`config.mk`:
```
export PLATFORM = sky130hd
export DESIGN_NAME = ctl_byte_rx
export DESIGN_NICKNAME = d
export VERILOG_FILES = /design/src/rtl/ctl_byte_rx_pkg.sv /design/src/rtl/ctl_byte_rx_sync.sv /design/src/rtl/ctl_byte_rx_shift.sv /design/src/rtl/ctl_byte_rx_decode.sv /design/src/rtl/ctl_byte_rx_conv.sv /design/src/rtl/ctl_byte_rx.sv
export SDC_FILE = /design/constraint.sdc
export NUM_CORES = 1
export LEC_CHECK = 0
export BUFFER_PORTS_ARGS = -buffer_cell sky130_fd_sc_hd__buf_2
export CORE_MARGIN = 8
export CORE_UTILIZATION = 55
export CTS_BUF_LIST = sky130_fd_sc_hd__clkbuf_4
export CTS_CLUSTER_SIZE = 12
export DETAILED_ROUTE_END_ITERATION = 7
export GPL_TIMING_DRIVEN = 0
export HOLD_SLACK_MARGIN = 0.06
export PLACE_DENSITY = 0.77
export SETUP_SLACK_MARGIN = 0.1
export SLEW_MARGIN = 20
export SYNTH_ARGS = -nofsm -noshare
export SYNTH_HDL_FRONTEND = slang
export SYNTH_SLANG_ARGS = --single-unit
```
`constraint.sdc`:
```
create_clock -name clk_i -period 1.73 [get_ports clk_i]
set_input_delay 0.346 -clock clk_i [delete_from_list [all_inputs] [get_ports clk_i]]
set_output_delay 0.346 -clock clk_i [all_outputs]
set_load 0.05 [all_outputs]
```
`src/rtl/ctl_byte_rx_pkg.sv`:
```
package ctl_byte_rx_pkg;
  localparam int BYTE_W = 8;
  localparam int SEL_W  = 3;
  localparam int TAG_W  = SEL_W + 1;

  typedef struct packed {
    logic             start;
    logic [SEL_W-1:0] sel;     // {sel2,sel1,sel0}
    logic             single;
    logic [2:0]       spare;
  } ctl_byte_t;

  typedef enum logic {ST_HUNT, ST_LOAD} cap_st_e;
endpackage

```
`src/rtl/ctl_byte_rx_sync.sv`:
```
module ctl_byte_rx_sync #(
  parameter int   STAGES  = 2,
  parameter logic RST_VAL = 1'b0
) (
  input  logic clk_i,
  input  logic rst_ni,
  input  logic d_i,
  output logic q_o
);
  logic [STAGES-1:0] pipe_q;

  for (genvar i = 0; i < STAGES; i++) begin : g_stage
    always_ff @(posedge clk_i or negedge rst_ni) begin
      if (!rst_ni) pipe_q[i] <= RST_VAL;
      else if (i == 0) pipe_q[i] <= d_i;
      else pipe_q[i] <= pipe_q[(i > 0) ? i - 1 : 0];
    end
  end

  assign q_o = pipe_q[STAGES-1];
endmodule

```
`src/rtl/ctl_byte_rx_shift.sv`:
```
module ctl_byte_rx_shift
  import ctl_byte_rx_pkg::*;
(
  input  logic      clk_i,
  input  logic      rst_ni,
  input  logic      cs_i,
  input  logic      rise_i,
  input  logic      din_i,
  output logic      vld_o,
  output ctl_byte_t byte_o
);
  localparam int CNT_W = $clog2(BYTE_W);

  cap_st_e           st_q;
  logic [CNT_W-1:0]  cnt_q;
  logic [BYTE_W-1:0] sr_q;
  logic [BYTE_W-1:0] byte_q;
  logic              vld_q;
  logic [BYTE_W-1:0] sr_nx;

  assign sr_nx = {sr_q[BYTE_W-2:0], din_i};

  always_ff @(posedge clk_i or negedge rst_ni) begin
    if (!rst_ni) begin
      st_q   <= ST_HUNT;
      cnt_q  <= '0;
      sr_q   <= '0;
      byte_q <= '0;
      vld_q  <= 1'b0;
    end else begin
      vld_q <= 1'b0;
      if (cs_i) begin
        st_q  <= ST_HUNT;   // abort partial capture
        cnt_q <= '0;
      end else if (rise_i) begin
        if (st_q == ST_HUNT) begin
          if (din_i) begin
            st_q  <= ST_LOAD;
            sr_q  <= BYTE_W'(1);
            cnt_q <= CNT_W'(1);
          end
        end else begin
          sr_q <= sr_nx;
          if (cnt_q == CNT_W'(BYTE_W - 1)) begin
            vld_q  <= 1'b1;
            byte_q <= sr_nx;
            st_q   <= ST_HUNT;
            cnt_q  <= '0;
          end else begin
            cnt_q <= cnt_q + 1'b1;
          end
        end
      end
    end
  end

  assign vld_o  = vld_q;
  assign byte_o = ctl_byte_t'(byte_q);
endmodule

```
`src/rtl/ctl_byte_rx_decode.sv`:
```
module ctl_byte_rx_decode
  import ctl_byte_rx_pkg::*;
#(
  parameter int NUM_CH = 8
) (
  input  logic              clk_i,
  input  logic              rst_ni,
  input  logic              vld_i,
  input  logic [SEL_W-1:0]  sel_i,
  input  logic              single_i,
  output logic              conv_req_o,
  output logic              cfg_err_o,
  output logic [TAG_W-1:0]  tag_o,
  output logic [NUM_CH-1:0] pos_en_o,
  output logic [NUM_CH-1:0] neg_en_o,
  output logic              com_neg_o
);
  localparam int IDX_W = $clog2(NUM_CH);

  logic [IDX_W-1:0]  se_idx, df_idx;
  logic              code_ok;
  logic [NUM_CH-1:0] pos_nx, neg_nx;

  if (NUM_CH == 8) begin : g_ch8
    assign se_idx  = {sel_i[1], sel_i[0], sel_i[2]};
    assign df_idx  = sel_i;
    assign code_ok = 1'b1;
  end else begin : g_ch4
    logic unused_sel;
    assign unused_sel = sel_i[1];
    assign se_idx  = {sel_i[0], sel_i[2]};
    assign df_idx  = {sel_i[2], sel_i[0]};
    assign code_ok = !sel_i[1];
  end

  always_comb begin
    pos_nx = '0;
    neg_nx = '0;
    if (single_i) begin
      pos_nx[se_idx] = 1'b1;
    end else begin
      pos_nx[df_idx] = 1'b1;
      neg_nx[{df_idx[IDX_W-1:1], ~df_idx[0]}] = 1'b1;
    end
  end

  always_ff @(posedge clk_i or negedge rst_ni) begin
    if (!rst_ni) begin
      conv_req_o <= 1'b0;
      cfg_err_o  <= 1'b0;
      tag_o      <= '0;
      pos_en_o   <= '0;
      neg_en_o   <= '0;
      com_neg_o  <= 1'b0;
    end else begin
      conv_req_o <= 1'b0;
      cfg_err_o  <= 1'b0;
      if (vld_i) begin
        if (code_ok) begin
          conv_req_o <= 1'b1;
          tag_o      <= {sel_i, single_i};
          pos_en_o   <= pos_nx;
          neg_en_o   <= neg_nx;
          com_neg_o  <= single_i;
        end else begin
          cfg_err_o <= 1'b1;
        end
      end
    end
  end
endmodule

```
`src/rtl/ctl_byte_rx_conv.sv`:
```
module ctl_byte_rx_conv
  import ctl_byte_rx_pkg::*;
#(
  parameter int CONV_CYCLES = 40,
  parameter int RES_W       = 14
) (
  input  logic             clk_i,
  input  logic             rst_ni,
  input  logic             start_i,
  input  logic [TAG_W-1:0] tag_i,
  input  logic             cs_i,
  input  logic             fall_i,
  output logic             strobe_o,
  output logic             dout_o
);
  localparam int TMR_W = $clog2(CONV_CYCLES);
  localparam int CNT_W = RES_W - TAG_W;

  logic             busy_q;
  logic [TMR_W-1:0] tmr_q;
  logic [CNT_W-1:0] cnt_q;
  logic [TAG_W-1:0] tag_q;
  logic [RES_W-1:0] res_q;

  always_ff @(posedge clk_i or negedge rst_ni) begin
    if (!rst_ni) begin
      busy_q <= 1'b0;
      tmr_q  <= '0;
      cnt_q  <= '0;
      tag_q  <= '0;
      res_q  <= '0;
    end else if (start_i) begin
      busy_q <= 1'b1;
      tmr_q  <= TMR_W'(CONV_CYCLES - 1);
      cnt_q  <= cnt_q + 1'b1;
      tag_q  <= tag_i;
    end else if (busy_q) begin
      if (tmr_q == '0) begin
        busy_q <= 1'b0;
        res_q  <= {tag_q, cnt_q};
      end else begin
        tmr_q <= tmr_q - 1'b1;
      end
    end else if (fall_i && !cs_i) begin
      res_q <= {res_q[RES_W-2:0], 1'b0};
    end
  end

  assign strobe_o = !busy_q;
  assign dout_o   = !cs_i && res_q[RES_W-1];
endmodule

```
`src/rtl/ctl_byte_rx.sv`:
```
module ctl_byte_rx
  import ctl_byte_rx_pkg::*;
#(
  parameter int NUM_CH      = 8,
  parameter int SYNC_STAGES = 2,
  parameter int CONV_CYCLES = 40,
  parameter int RES_W       = 14
) (
  input  logic              clk_i,
  input  logic              rst_ni,
  input  logic              cs_ni,
  input  logic              sclk_i,
  input  logic              din_i,
  output logic              dout_o,
  output logic              strobe_o,
  output logic              conv_req_o,
  output logic              cfg_err_o,
  output logic [NUM_CH-1:0] pos_en_o,
  output logic [NUM_CH-1:0] neg_en_o,
  output logic              com_neg_o
);
  logic             cs_s, sclk_s, din_s, sclk_q;
  logic             rise, fall, byte_vld;
  ctl_byte_t        ctl;
  logic [TAG_W-1:0] tag;
  logic             unused_bits;

  ctl_byte_rx_sync #(.STAGES(SYNC_STAGES), .RST_VAL(1'b1)) u_sync_cs (
    .clk_i, .rst_ni, .d_i(cs_ni), .q_o(cs_s));
  ctl_byte_rx_sync #(.STAGES(SYNC_STAGES), .RST_VAL(1'b0)) u_sync_sclk (
    .clk_i, .rst_ni, .d_i(sclk_i), .q_o(sclk_s));
  ctl_byte_rx_sync #(.STAGES(SYNC_STAGES), .RST_VAL(1'b0)) u_sync_din (
    .clk_i, .rst_ni, .d_i(din_i), .q_o(din_s));

  always_ff @(posedge clk_i or negedge rst_ni) begin
    if (!rst_ni) sclk_q <= 1'b0;
    else         sclk_q <= sclk_s;
  end

  assign rise = sclk_s && !sclk_q;
  assign fall = !sclk_s && sclk_q;

  ctl_byte_rx_shift u_shift (
    .clk_i, .rst_ni, .cs_i(cs_s), .rise_i(rise), .din_i(din_s),
    .vld_o(byte_vld), .byte_o(ctl));

  assign unused_bits = ^{ctl.start, ctl.spare};

  ctl_byte_rx_decode #(.NUM_CH(NUM_CH)) u_decode (
    .clk_i, .rst_ni, .vld_i(byte_vld), .sel_i(ctl.sel), .single_i(ctl.single),
    .conv_req_o, .cfg_err_o, .tag_o(tag), .pos_en_o, .neg_en_o, .com_neg_o);

  ctl_byte_rx_conv #(.CONV_CYCLES(CONV_CYCLES), .RES_W(RES_W)) u_conv (
    .clk_i, .rst_ni, .start_i(conv_req_o), .tag_i(tag), .cs_i(cs_s),
    .fall_i(fall), .strobe_o, .dout_o);
endmodule

```
==> results.sh, run 1 <==
export IMPL_status="finished with violations"
export IMPL_violations="setup timing"
export IMPL_power_switching_mw=0.691
export IMPL_nets=345
export IMPL_fin_util_pct=67.3
export IMPL_yosys_top_cells_count="dfrtp_1, mux2_2, inv_1"
export IMPL_setup_slack_ns=-0.0362
export IMPL_area_growth_pct=18.2
export IMPL_io_pins=26
export IMPL_synth_flop_cell="dfrtp_1"
export IMPL_grt_max_degree=42
export IMPL_drv_slew=0
export IMPL_cellPowerDensity_mw_per_mm2=757
export IMPL_fin_crit_ns=1.77
export IMPL_synthTopCellsByArea="dfrtp_1, mux2_2, inv_1, o21ai_0, ha_1"
export IMPL_viasPerCell=5.31
export IMPL_async_flop_share_pct=100
export IMPL_synth_edf_count=0
export IMPL_overflow=0
export IMPL_core_sq_mm=0.00596
export IMPL_cp_start_kind="register"
export IMPL_path_clk_slew_ns=0.12
export IMPL_place_ws_ns=-0.169
export IMPL_critPathArrivalTime_ns=2.08
export IMPL_rsz0062_at_grt="yes"
export IMPL_worstPathRequired_ns=2.05
export IMPL_p_clk_share_pct=35.2
export IMPL_drtPass1Iterations=4
export IMPL_hold_viol=0
export IMPL_max_slew_margin_rel_pct=66.1
export IMPL_fillers=446
export IMPL_syn_area_sq_mm=0.00339
export IMPL_fin_tns_setup_ns=-0.350
export IMPL_row_count=28
export IMPL_hp_class="reg2reg"
export IMPL_synth_top_area_share_pct=56.1
export IMPL_whs_ns=0.362
export IMPL_synth_seq_area_share_pct=57.6
export IMPL_h_tree_depth=3
export IMPL_min_from="u_sync_sclk.pipe_q[0]"
export IMPL_clock_sinks=78
export IMPL_p_comb_share_pct=3.6
export IMPL_drc=0
export IMPL_syn_area_per_cell_sq_um=12.2
export IMPL_ys_types=39
export IMPL_antenna_found_initial=0
export IMPL_synth_nets=289
export IMPL_finClkSkew_ns=0.0172
export IMPL_antenna_left=0
export IMPL_drtIter0Drc=83
export IMPL_diodes=0
export IMPL_grt_pass1_wl_um=10400
export IMPL_clock_latency_ns=0.42
export IMPL_hpwl_um=4080
export IMPL_wl_per_cell_um=15.0
export IMPL_fmax_mhz=566
export IMPL_die_w_um=94.5
export IMPL_clockBufferDepth=2
export IMPL_die_area_sq_mm=0.00893
export IMPL_startpoint="u_conv.tmr_q[0]"
export IMPL_fp_dieH_um=94.5
export IMPL_cts_tree="built"
export IMPL_power_leakage_nw=1.96
export IMPL_pwr_share_seq_pct=61.2
export IMPL_syn_instance_count=279
export IMPL_critPathKind="reg2reg"
export IMPL_cts_root_buf="clkbuf_4"
export IMPL_ys_ff_latch=78
export IMPL_cts_buffers_inserted=9
export IMPL_yosysMostFrequentCell="dfrtp_1"
export IMPL_wl_um=6220
export IMPL_num_vias=2205
export IMPL_ir_drop_mv=0.563
export IMPL_layout_drive_gt1_share_pct=34.4
export IMPL_grt_pass1_vias=2205
export IMPL_cap_violations=0
export IMPL_port_buffers=24
export IMPL_r2r_setup_slack_ns=-0.04
export IMPL_min_period_over_period_pct=102
export IMPL_p_int_mw=2.34
export IMPL_end_kind="register"
export IMPL_routabilityCongestion=0.812
export IMPL_timing_rr_start="u_conv.tmr_q[0]"
export IMPL_yosys_area_top_type="dfrtp_1"
export IMPL_initial_core_util_pct=56.9
export IMPL_total_power_mw=3.03
export IMPL_ys_warnings_count=0
export IMPL_tightest_slew_ns=0.509
export IMPL_worstPathMaxFanout=5
export IMPL_setup_viol=13
export IMPL_sw_frac_of_total_pct=22.8
export IMPL_grt_use_total_pct=14.9
worst paths after layout:
path | endpoint | cells after the start
worst min register to register | u_sync_sclk.q_o | 0
worst max register to register | u_conv.res_q[9] | 7
min in group asynchronous | u_decode.neg_en_o[4] | 2
max in group asynchronous | u_sync_cs.pipe_q[0] | 3
worst min-delay path | u_sync_sclk.q_o | 0
worst max-delay path | u_conv.res_q[9] | 7
cell families (layout without fill, tap and decap cells):
group	count (synthesis)	count (layout)	share of synthesized area, %
DFF	78	78	57.6
adders and majority gates	5	5	1.85
other	1	1	0.111
AOI/OAI and AO/OA	37	37	7.01
and+or+nand+nor	68	68	11.3
muxes	43	43	14.1
buffers and inverters	34	95	4.65
xor gates and xnor gates	13	13	3.36
timing repair:
action	in CTS	in global routing
resized for setup	10	12
hold endpoints to repair	40	0
pin swaps	2	3
endpoints found under the setup margin	18	28
buffers inserted	5	10
hold buffers	4	0
cloned	1	0
state kept, by name (all words and copies together) (netlist names), 3 cells and up:
register / cells
u_shift.cnt_q: 3
u_conv.res_q: 14
u_decode.tag_o: 4
u_conv.tmr_q: 6
u_shift.sr_q: 6
u_conv.cnt_q: 10
u_conv.tag_q: 4
u_decode.neg_en_o: 8
u_decode.pos_en_o: 8
u_shift.byte_o: 4
power by group through the flow:
stage	registers, mW	clock network (mW)	logic [mW]
floorplan	1.89	0	0.0391
global placement	1.89	0	0.0837
detailed placement	1.89	0	0.0910
CTS	1.86	1.10	0.106
global route	1.86	1.16	0.125
finish	1.86	1.07	0.110
critical path: stages, from the launching register on:
cell	delay [ns]
dfrtp_1	0.44
inv_2	0.11
ha_4	0.15
nand2b_4	0.07
nor4_4	0.39
a21oi_4	0.09
buf_6	0.15
mux2_2	0.26
layer usage:
| layer | GRT usage (%) | vias to the layer above | part of all wire (%) |
|---|---|---|---|
| met1 | 17.6 | 1098 | 44 |
| met5 | 0 | - | 0 |
| met2 | 25.2 | 30 | 51 |
| met4 | 3.51 | 0 | 0.71 |
| li1 | - | 1073 | - |
| met3 | 5.71 | 4 | 3.9 |
per-stage QoR:
stage | cells | instance area (sq um)
floorplan | 279 | 3400
global placement | 378 | 3610
detailed placement | 379 | 3630
CTS | 405 | 3880
global route | 415 | 4010
finish | 415 | 4010
final cells by class:
| class | count | area, sq um | area share, % |
|---|---|---|---|
| timing repair buffer | 45 | 327 | 8.15 |
| inverter | 21 | 82.6 | 2.06 |
| tap | 75 | 93.8 | 2.34 |
| buffer | 13 | 80.1 | 2.00 |
| clock inverter | 6 | 63.8 | 1.59 |
| multi-input combinational | 167 | 1330 | 33.2 |
| clock buffer | 10 | 75.1 | 1.87 |
| sequential | 78 | 1960 | 48.8 |
layout by cell type, fill, tap and decap left out, drive strengths merged, types with 8 or more instances in the layout:
cell    netlist  final
inv          21     20
nand3         8      8
clkbuf        8     18
nor2         16     16
buf           5     46
dfrtp        76     76
nor2b         9      9
mux2         38     38
o21ai        14     14
nand2        10     10
Note: power is estimated with default switching activity, not from simulation.
==> run 2, diff against run 1 <==
Settings changed: CELL_PAD_IN_SITES_DETAIL_PLACEMENT set to 2, CELL_PAD_IN_SITES_GLOBAL_PLACEMENT set to 2, CORE_UTILIZATION 55 to 38, PLACE_DENSITY 0.77 to unset, PLACE_DENSITY_LB_ADDON set to 0.1.
==> run 2 against run 1 <==
Against the previous run: first-iteration DRC count is 53% lower; largest cell class unchanged; sequential share of layout area down 1.5 points; the run now ends clean; flip-flop and latch count stayed put; largest power group unchanged; non-clock buffer count grew 3.
==> results.sh, run 2 (synthesized netlist as in run 1, its figures left out) <==
export IMPL_antenna_left=0
export IMPL_num_vias=2283
export IMPL_tightest_slew_ns=0.511
export IMPL_met3_usage_pct=3.08
export IMPL_h_tree_depth=3
export IMPL_cts_buffers_inserted=9
export IMPL_reg2reg_depth=5
export IMPL_path_depth=5
export IMPL_min_path_cells=0
export IMPL_io_pins=26
export IMPL_routabilityCongestion=0.693
export IMPL_die_area_sq_mm=0.0122
export IMPL_fillers=904
export IMPL_max_slew_margin_rel_pct=65.9
export IMPL_clock_sinks=78
export IMPL_fmax_mhz=589
export IMPL_cap_violations=0
export IMPL_min_period_over_period_pct=98.1
export IMPL_layout_cells_non_filler=451
export IMPL_cp_num_buf_inv=1
export IMPL_reg_top3="u_conv.res_q: 14 flops, u_conv.cnt_q: 10 flops"
export IMPL_path_clk_slew_ns=0.13
export IMPL_dp_cells=412
export IMPL_area_growth_pct=21.9
export IMPL_cp_top_family="simple AND/OR/NAND/NOR gates"
export IMPL_viasPerCell=5.06
export IMPL_cts_root_buf="clkbuf_4"
export IMPL_cts_tree="built"
export IMPL_hp_class="reg2reg"
export IMPL_multi_input_area_sq_mm=0.00137
export IMPL_top_usage_layer="met2"
export IMPL_rsz0062_at_grt="yes"
export IMPL_end_kind="register"
export IMPL_clockBufferDepth=2
export IMPL_clock_latency_ns=0.42
export IMPL_critPathArrivalTime_ns=2.00
export IMPL_wl_um=7850
export IMPL_power_leakage_nw=2.01
export IMPL_grt_use_total_pct=12.8
export IMPL_nets=348
export IMPL_finClkSkew_ns=0.0204
export IMPL_drtIter0Drc=39
export IMPL_postLayoutCellArea_sq_mm=0.00413
export IMPL_hpwl_um=5100
export IMPL_status="finished clean"
export IMPL_slowest_delay_ns=0.41
export IMPL_grt_pass1_wl_um=12900
export IMPL_final_cell_mix="dfrtp_1, mux2_2, buf_4"
export IMPL_worstReg2RegEnd="u_conv.res_q[4]"
export IMPL_top_register="u_conv.res_q"
export IMPL_grt_pass1_vias=2582
export IMPL_layout_drive_gt1_share_pct=37.0
export IMPL_antenna_found_initial=0
export IMPL_worstPathMaxFanout=6
export IMPL_critPathKind="reg2reg"
export IMPL_port_buffers=24
export IMPL_cp_start_kind="register"
export IMPL_grt_use_met2_pct=21.1
export IMPL_diodes=0
export IMPL_drc=0
export IMPL_die_w_um=110
export IMPL_fp_dieH_um=110
export IMPL_hold_viol=0
export IMPL_setup_viol=0
export IMPL_grt_max_degree=42
export IMPL_final_common_cell="dfrtp_1"
export IMPL_placed_cell_area_sq_mm=0.00367
export IMPL_drv_slew=0
export IMPL_drtPass1Iterations=4
export IMPL_endpoint="u_conv.res_q[4]"
export IMPL_grtUsageMet1_pct=15.8
export IMPL_ir_drop_mv=0.315
export IMPL_timing_rr_start="u_conv.tmr_q[2]"
export IMPL_cp_cell_sequence="or3_4 > nor4_4 > a21oi_4 > buf_6 > mux2_2"
export IMPL_startpoint="u_conv.tmr_q[2]"
export IMPL_cellPowerDensity_mw_per_mm2=777
export IMPL_seq_area_sq_mm=0.00196
export IMPL_min_from="u_sync_din.pipe_q[0]"
export IMPL_worstPathRequired_ns=2.03
export IMPL_r2r_setup_slack_ns=0.03
export IMPL_overflow=0
export IMPL_cpMaxStageDelayCell="dfrtp_1"
export IMPL_largest_reg_flops=14
export IMPL_initial_core_util_pct=39.1
export IMPL_wl_per_cell_um=17.4
export IMPL_fin_crit_ns=1.70
export IMPL_core_sq_mm=0.00868
export IMPL_row_count=34
## run 2: cell count changes in the layout (fill, tap and decap cells not counted), moves of 2 or more
cell	before	now
buf_6	6	4
buf_4	17	23
mux2_2	38	35
ha_1	4	2
mux2_4	0	3
clkbuf_1	7	5
## run 2: where the power goes
group / switching, mW / total, mW / internal, mW
Combinational: 0.0698 / 0.115 / 0.0452
Clock: 0.638 / 1.24 / 0.600
Sequential: 0.0133 / 1.86 / 1.84
Total: 0.721 / 3.21 / 2.49
## run 2: how the worst min path moves through the flow
stage | end | slack (ns)
4_1_cts | u_sync_sclk.q_o | 0.36
3_3_place_gp | u_sync_din.q_o | 0.33
6_report | u_sync_din.q_o | 0.36
5_1_grt | u_sync_cs.q_o | 0.38
3_5_place_dp | u_sync_sclk.q_o | 0.34
2_1_floorplan | sclk_q | 0.05
## run 2: area by class of cell
type                            instances  area share (%)
Tap cell                              108            3.27
Clock inverter                          6            2.09
Inverter                               21            2.00
Timing Repair Buffer                   49            8.44
Sequential cell                        78            47.3
Buffer                                 12            1.88
Clock buffer                           10            1.82
Multi-Input combinational cell        167            33.2
## run 2: metal layers
layer	vias up	wire length, um
met5	-	0
met4	0	115
met3	9	154
met2	26	4010
met1	1178	3570
li1	1070	-
## run 2: per-stage QoR
| stage | setup slack, ns | util, % | hold WS [ns] | TNS (ns) | total power [mW] |
|---|---|---|---|---|---|
| after floorplan | -0.00119 | - | 0.0504 | -0.0107 | 1.93 |
| after global placement | -0.448 | 42.1 | 0.335 | -24.72 | 1.98 |
| after detailed placement | -0.220 | 42.3 | 0.342 | -2.08 | 1.99 |
| after CTS | 0.00538 | 46.2 | 0.361 | 0 | 3.26 |
| after global routing | -0.0429 | 47.6 | 0.377 | -0.304 | 3.36 |
| final | 0.0332 | 47.6 | 0.361 | 0 | 3.21 |
## run 2: repair_timing
item / in CTS / in global routing
setup endpoints to repair: 24 / 33
cloned: 1 / 0
buffers inserted: 8 / 11
pin swaps: 1 / 3
hold buffers: 4 / 0
gates resized for setup: 16 / 17
hold endpoints to repair: 38 / 0
==> run 3, diff against run 2 <==
Settings changed: SYNTH_HIERARCHICAL set to 1.
==> run 3 against run 2 <==
Against the previous run: sequential power barely moved; non-clock buffer count fell by 3; register-to-register slack got worse by 0.05 ns; die area rose by 0.95%; total power rose by 0.97%; utilization fell by 0.22 points; worst setup slack got worse by 0.050 ns; the flow now finishes with violations (setup timing); area after synthesis rose by 1.1%; clock-buffer cell count rose by 1.
==> results.sh, run 3 <==
export IMPL_grt_pass1_wl_um=14500
export IMPL_fin_tns_setup_ns=-0.0169
export IMPL_placed_cell_area_sq_mm=0.00372
export IMPL_postLayoutCellArea_sq_mm=0.00414
export IMPL_sw_frac_of_total_pct=22.7
export IMPL_violations="setup timing"
export IMPL_whs_ns=0.368
export IMPL_largest_reg_flops=14
export IMPL_path_clk_slew_ns=0.13
export IMPL_critPathArrivalTime_ns=2.07
export IMPL_row_count=34
export IMPL_h_tree_depth=3
export IMPL_final_cell_mix="dfrtp_1, buf_2, nand2_1"
export IMPL_end_kind="register"
export IMPL_drc=0
export IMPL_pwr_share_seq_pct=57.4
export IMPL_routabilityCongestion=0.700
export IMPL_clock_sinks=78
export IMPL_worstPathMaxFanout=4
export IMPL_layout_drive_gt1_share_pct=26.5
export IMPL_cts_tree="built"
export IMPL_top_register="u_conv/res_q"
export IMPL_initial_core_util_pct=39.3
export IMPL_final_common_cell="dfrtp_1"
export IMPL_diodes=0
export IMPL_cp_start_kind="register"
export IMPL_grt_max_degree=44
export IMPL_hp_class="reg2reg"
export IMPL_syn_area_per_cell_sq_um=11.2
export IMPL_p_clk_share_pct=38.5
export IMPL_cts_root_buf="clkbuf_4"
export IMPL_min_period_over_period_pct=101
export IMPL_antenna_found_initial=0
export IMPL_r2r_setup_slack_ns=-0.02
export IMPL_worstPathRequired_ns=2.05
export IMPL_setup_viol=1
export IMPL_worstReg2RegEnd="u_conv/tmr_q[1]"
export IMPL_ys_warnings_count=6
export IMPL_critPathKind="reg2reg"
export IMPL_viasPerCell=5.16
export IMPL_io_pins=26
export IMPL_fp_dieH_um=111
export IMPL_syn_instance_count=306
export IMPL_fmax_mhz=572
export IMPL_cpMaxStageDelayCell="or4b_4"
export IMPL_antenna_left=0
export IMPL_rsz0062_at_grt="yes"
export IMPL_cellPowerDensity_mw_per_mm2=784
export IMPL_ir_drop_mv=0.344
export IMPL_setup_slack_ns=-0.0169
export IMPL_cp_cell_sequence="inv_2 > ha_4 > or4b_4 > o21ai_4 > nor2_1 > a211o_1"
export IMPL_cap_violations=0
export IMPL_drtIter0Drc=57
export IMPL_hpwl_um=5410
export IMPL_drtPass1Iterations=5
export IMPL_reg_top3="u_conv/res_q: 14 flops, u_conv/cnt_q: 10 flops"
export IMPL_num_vias=2424
export IMPL_startpoint="u_conv/tmr_q[1]"
export IMPL_reg2reg_depth=6
export IMPL_core_sq_mm=0.00872
export IMPL_status="finished with violations"
export IMPL_timing_rr_start="u_conv/tmr_q[1]"
export IMPL_slowest_delay_ns=0.51
export IMPL_hold_viol=0
export IMPL_fin_crit_ns=1.75
export IMPL_overflow=0
export IMPL_grt_pass1_vias=2873
export IMPL_power_leakage_nw=1.95
export IMPL_finClkSkew_ns=0.0159
export IMPL_place_ws_ns=-0.386
export IMPL_clock_latency_ns=0.42
export IMPL_synth_nets=316
export IMPL_p_int_mw=2.51
export IMPL_die_w_um=111
export IMPL_wl_per_cell_um=18.1
export IMPL_power_switching_mw=0.735
export IMPL_layout_cells_non_filler=470
export IMPL_clockBufferDepth=2
export IMPL_p_comb_share_pct=4.1
export IMPL_drv_slew=0
export IMPL_wl_um=8520
export IMPL_dp_cells=439
export IMPL_syn_area_sq_mm=0.00343
export IMPL_die_area_sq_mm=0.0123
export IMPL_endpoint="u_conv/tmr_q[1]"
export IMPL_cts_buffers_inserted=9
export IMPL_grt_use_total_pct=14.3
export IMPL_fillers=899
export IMPL_nets=367
export IMPL_port_buffers=24
export IMPL_area_growth_pct=20.6
## run 3: power by group through the flow
stage | Combinational [mW] | Clock [mW] | Sequential [mW]
finish | 0.133 | 1.25 | 1.86
CTS | 0.132 | 1.30 | 1.86
global route | 0.149 | 1.36 | 1.86
global placement | 0.100 | 0 | 1.90
floorplan | 0.0494 | 0 | 1.89
detailed placement | 0.113 | 0 | 1.90
## run 3: per-stage QoR
step	total power [mW]	utilization, %
floorplan	1.94	-
global placement	2.00	42.3
detailed placement	2.01	42.6
CTS	3.30	46.8
global route	3.37	47.4
finish	3.24	47.4
## run 3: cell type report
class | instances | area [sq um] | share of cell area [%]
Buffer | 18 | 148 | 3.57
Clock buffer | 11 | 82.6 | 2.00
Clock inverter | 5 | 73.8 | 1.79
Inverter | 25 | 98.8 | 2.39
Multi-Input combinational cell | 185 | 1350 | 32.6
Sequential cell | 78 | 1950 | 47.3
Tap cell | 108 | 135 | 3.27
Timing Repair Buffer | 40 | 293 | 7.08
## run 3: critical path, delay by kind of cell, from the launching register on
kind            cells  cell delay, ns
simple gates        2            0.58
compound gates      2            0.42
flops               1            0.42
fa+ha+maj           1            0.14
buf+inv             1            0.09
## run 3: timing repair
action                                  CTS  global route
hold buffers                              4             0
endpoints found under the setup margin   21            24
resized for setup                        24            26
buffers inserted                         10             0
pin swaps                                 4             3
hold endpoints to repair                 36             0
gates cloned                              0             1
## run 3: worst min-delay path by stage
stage	from	to	slack [ns]	cells after the start
floorplan	rst_ni	sclk_q	0.05	0
global placement	u_sync_din/pipe_q[0]	u_sync_din/q_o	0.33	0
detailed placement	u_sync_din/pipe_q[0]	u_sync_din/q_o	0.34	0
CTS	u_sync_cs/pipe_q[0]	u_sync_cs/q_o	0.37	0
global route	u_sync_cs/pipe_q[0]	u_sync_cs/q_o	0.37	0
finish	u_sync_cs/pipe_q[0]	u_sync_cs/q_o	0.37	0
## run 3: routing by layer
layer  GRT usage, %  part of all wire (%)
met1           16.3                    44
met2           25.6                    52
met3           2.81                   2.1
met4           5.86                   1.6
met5              0                     0
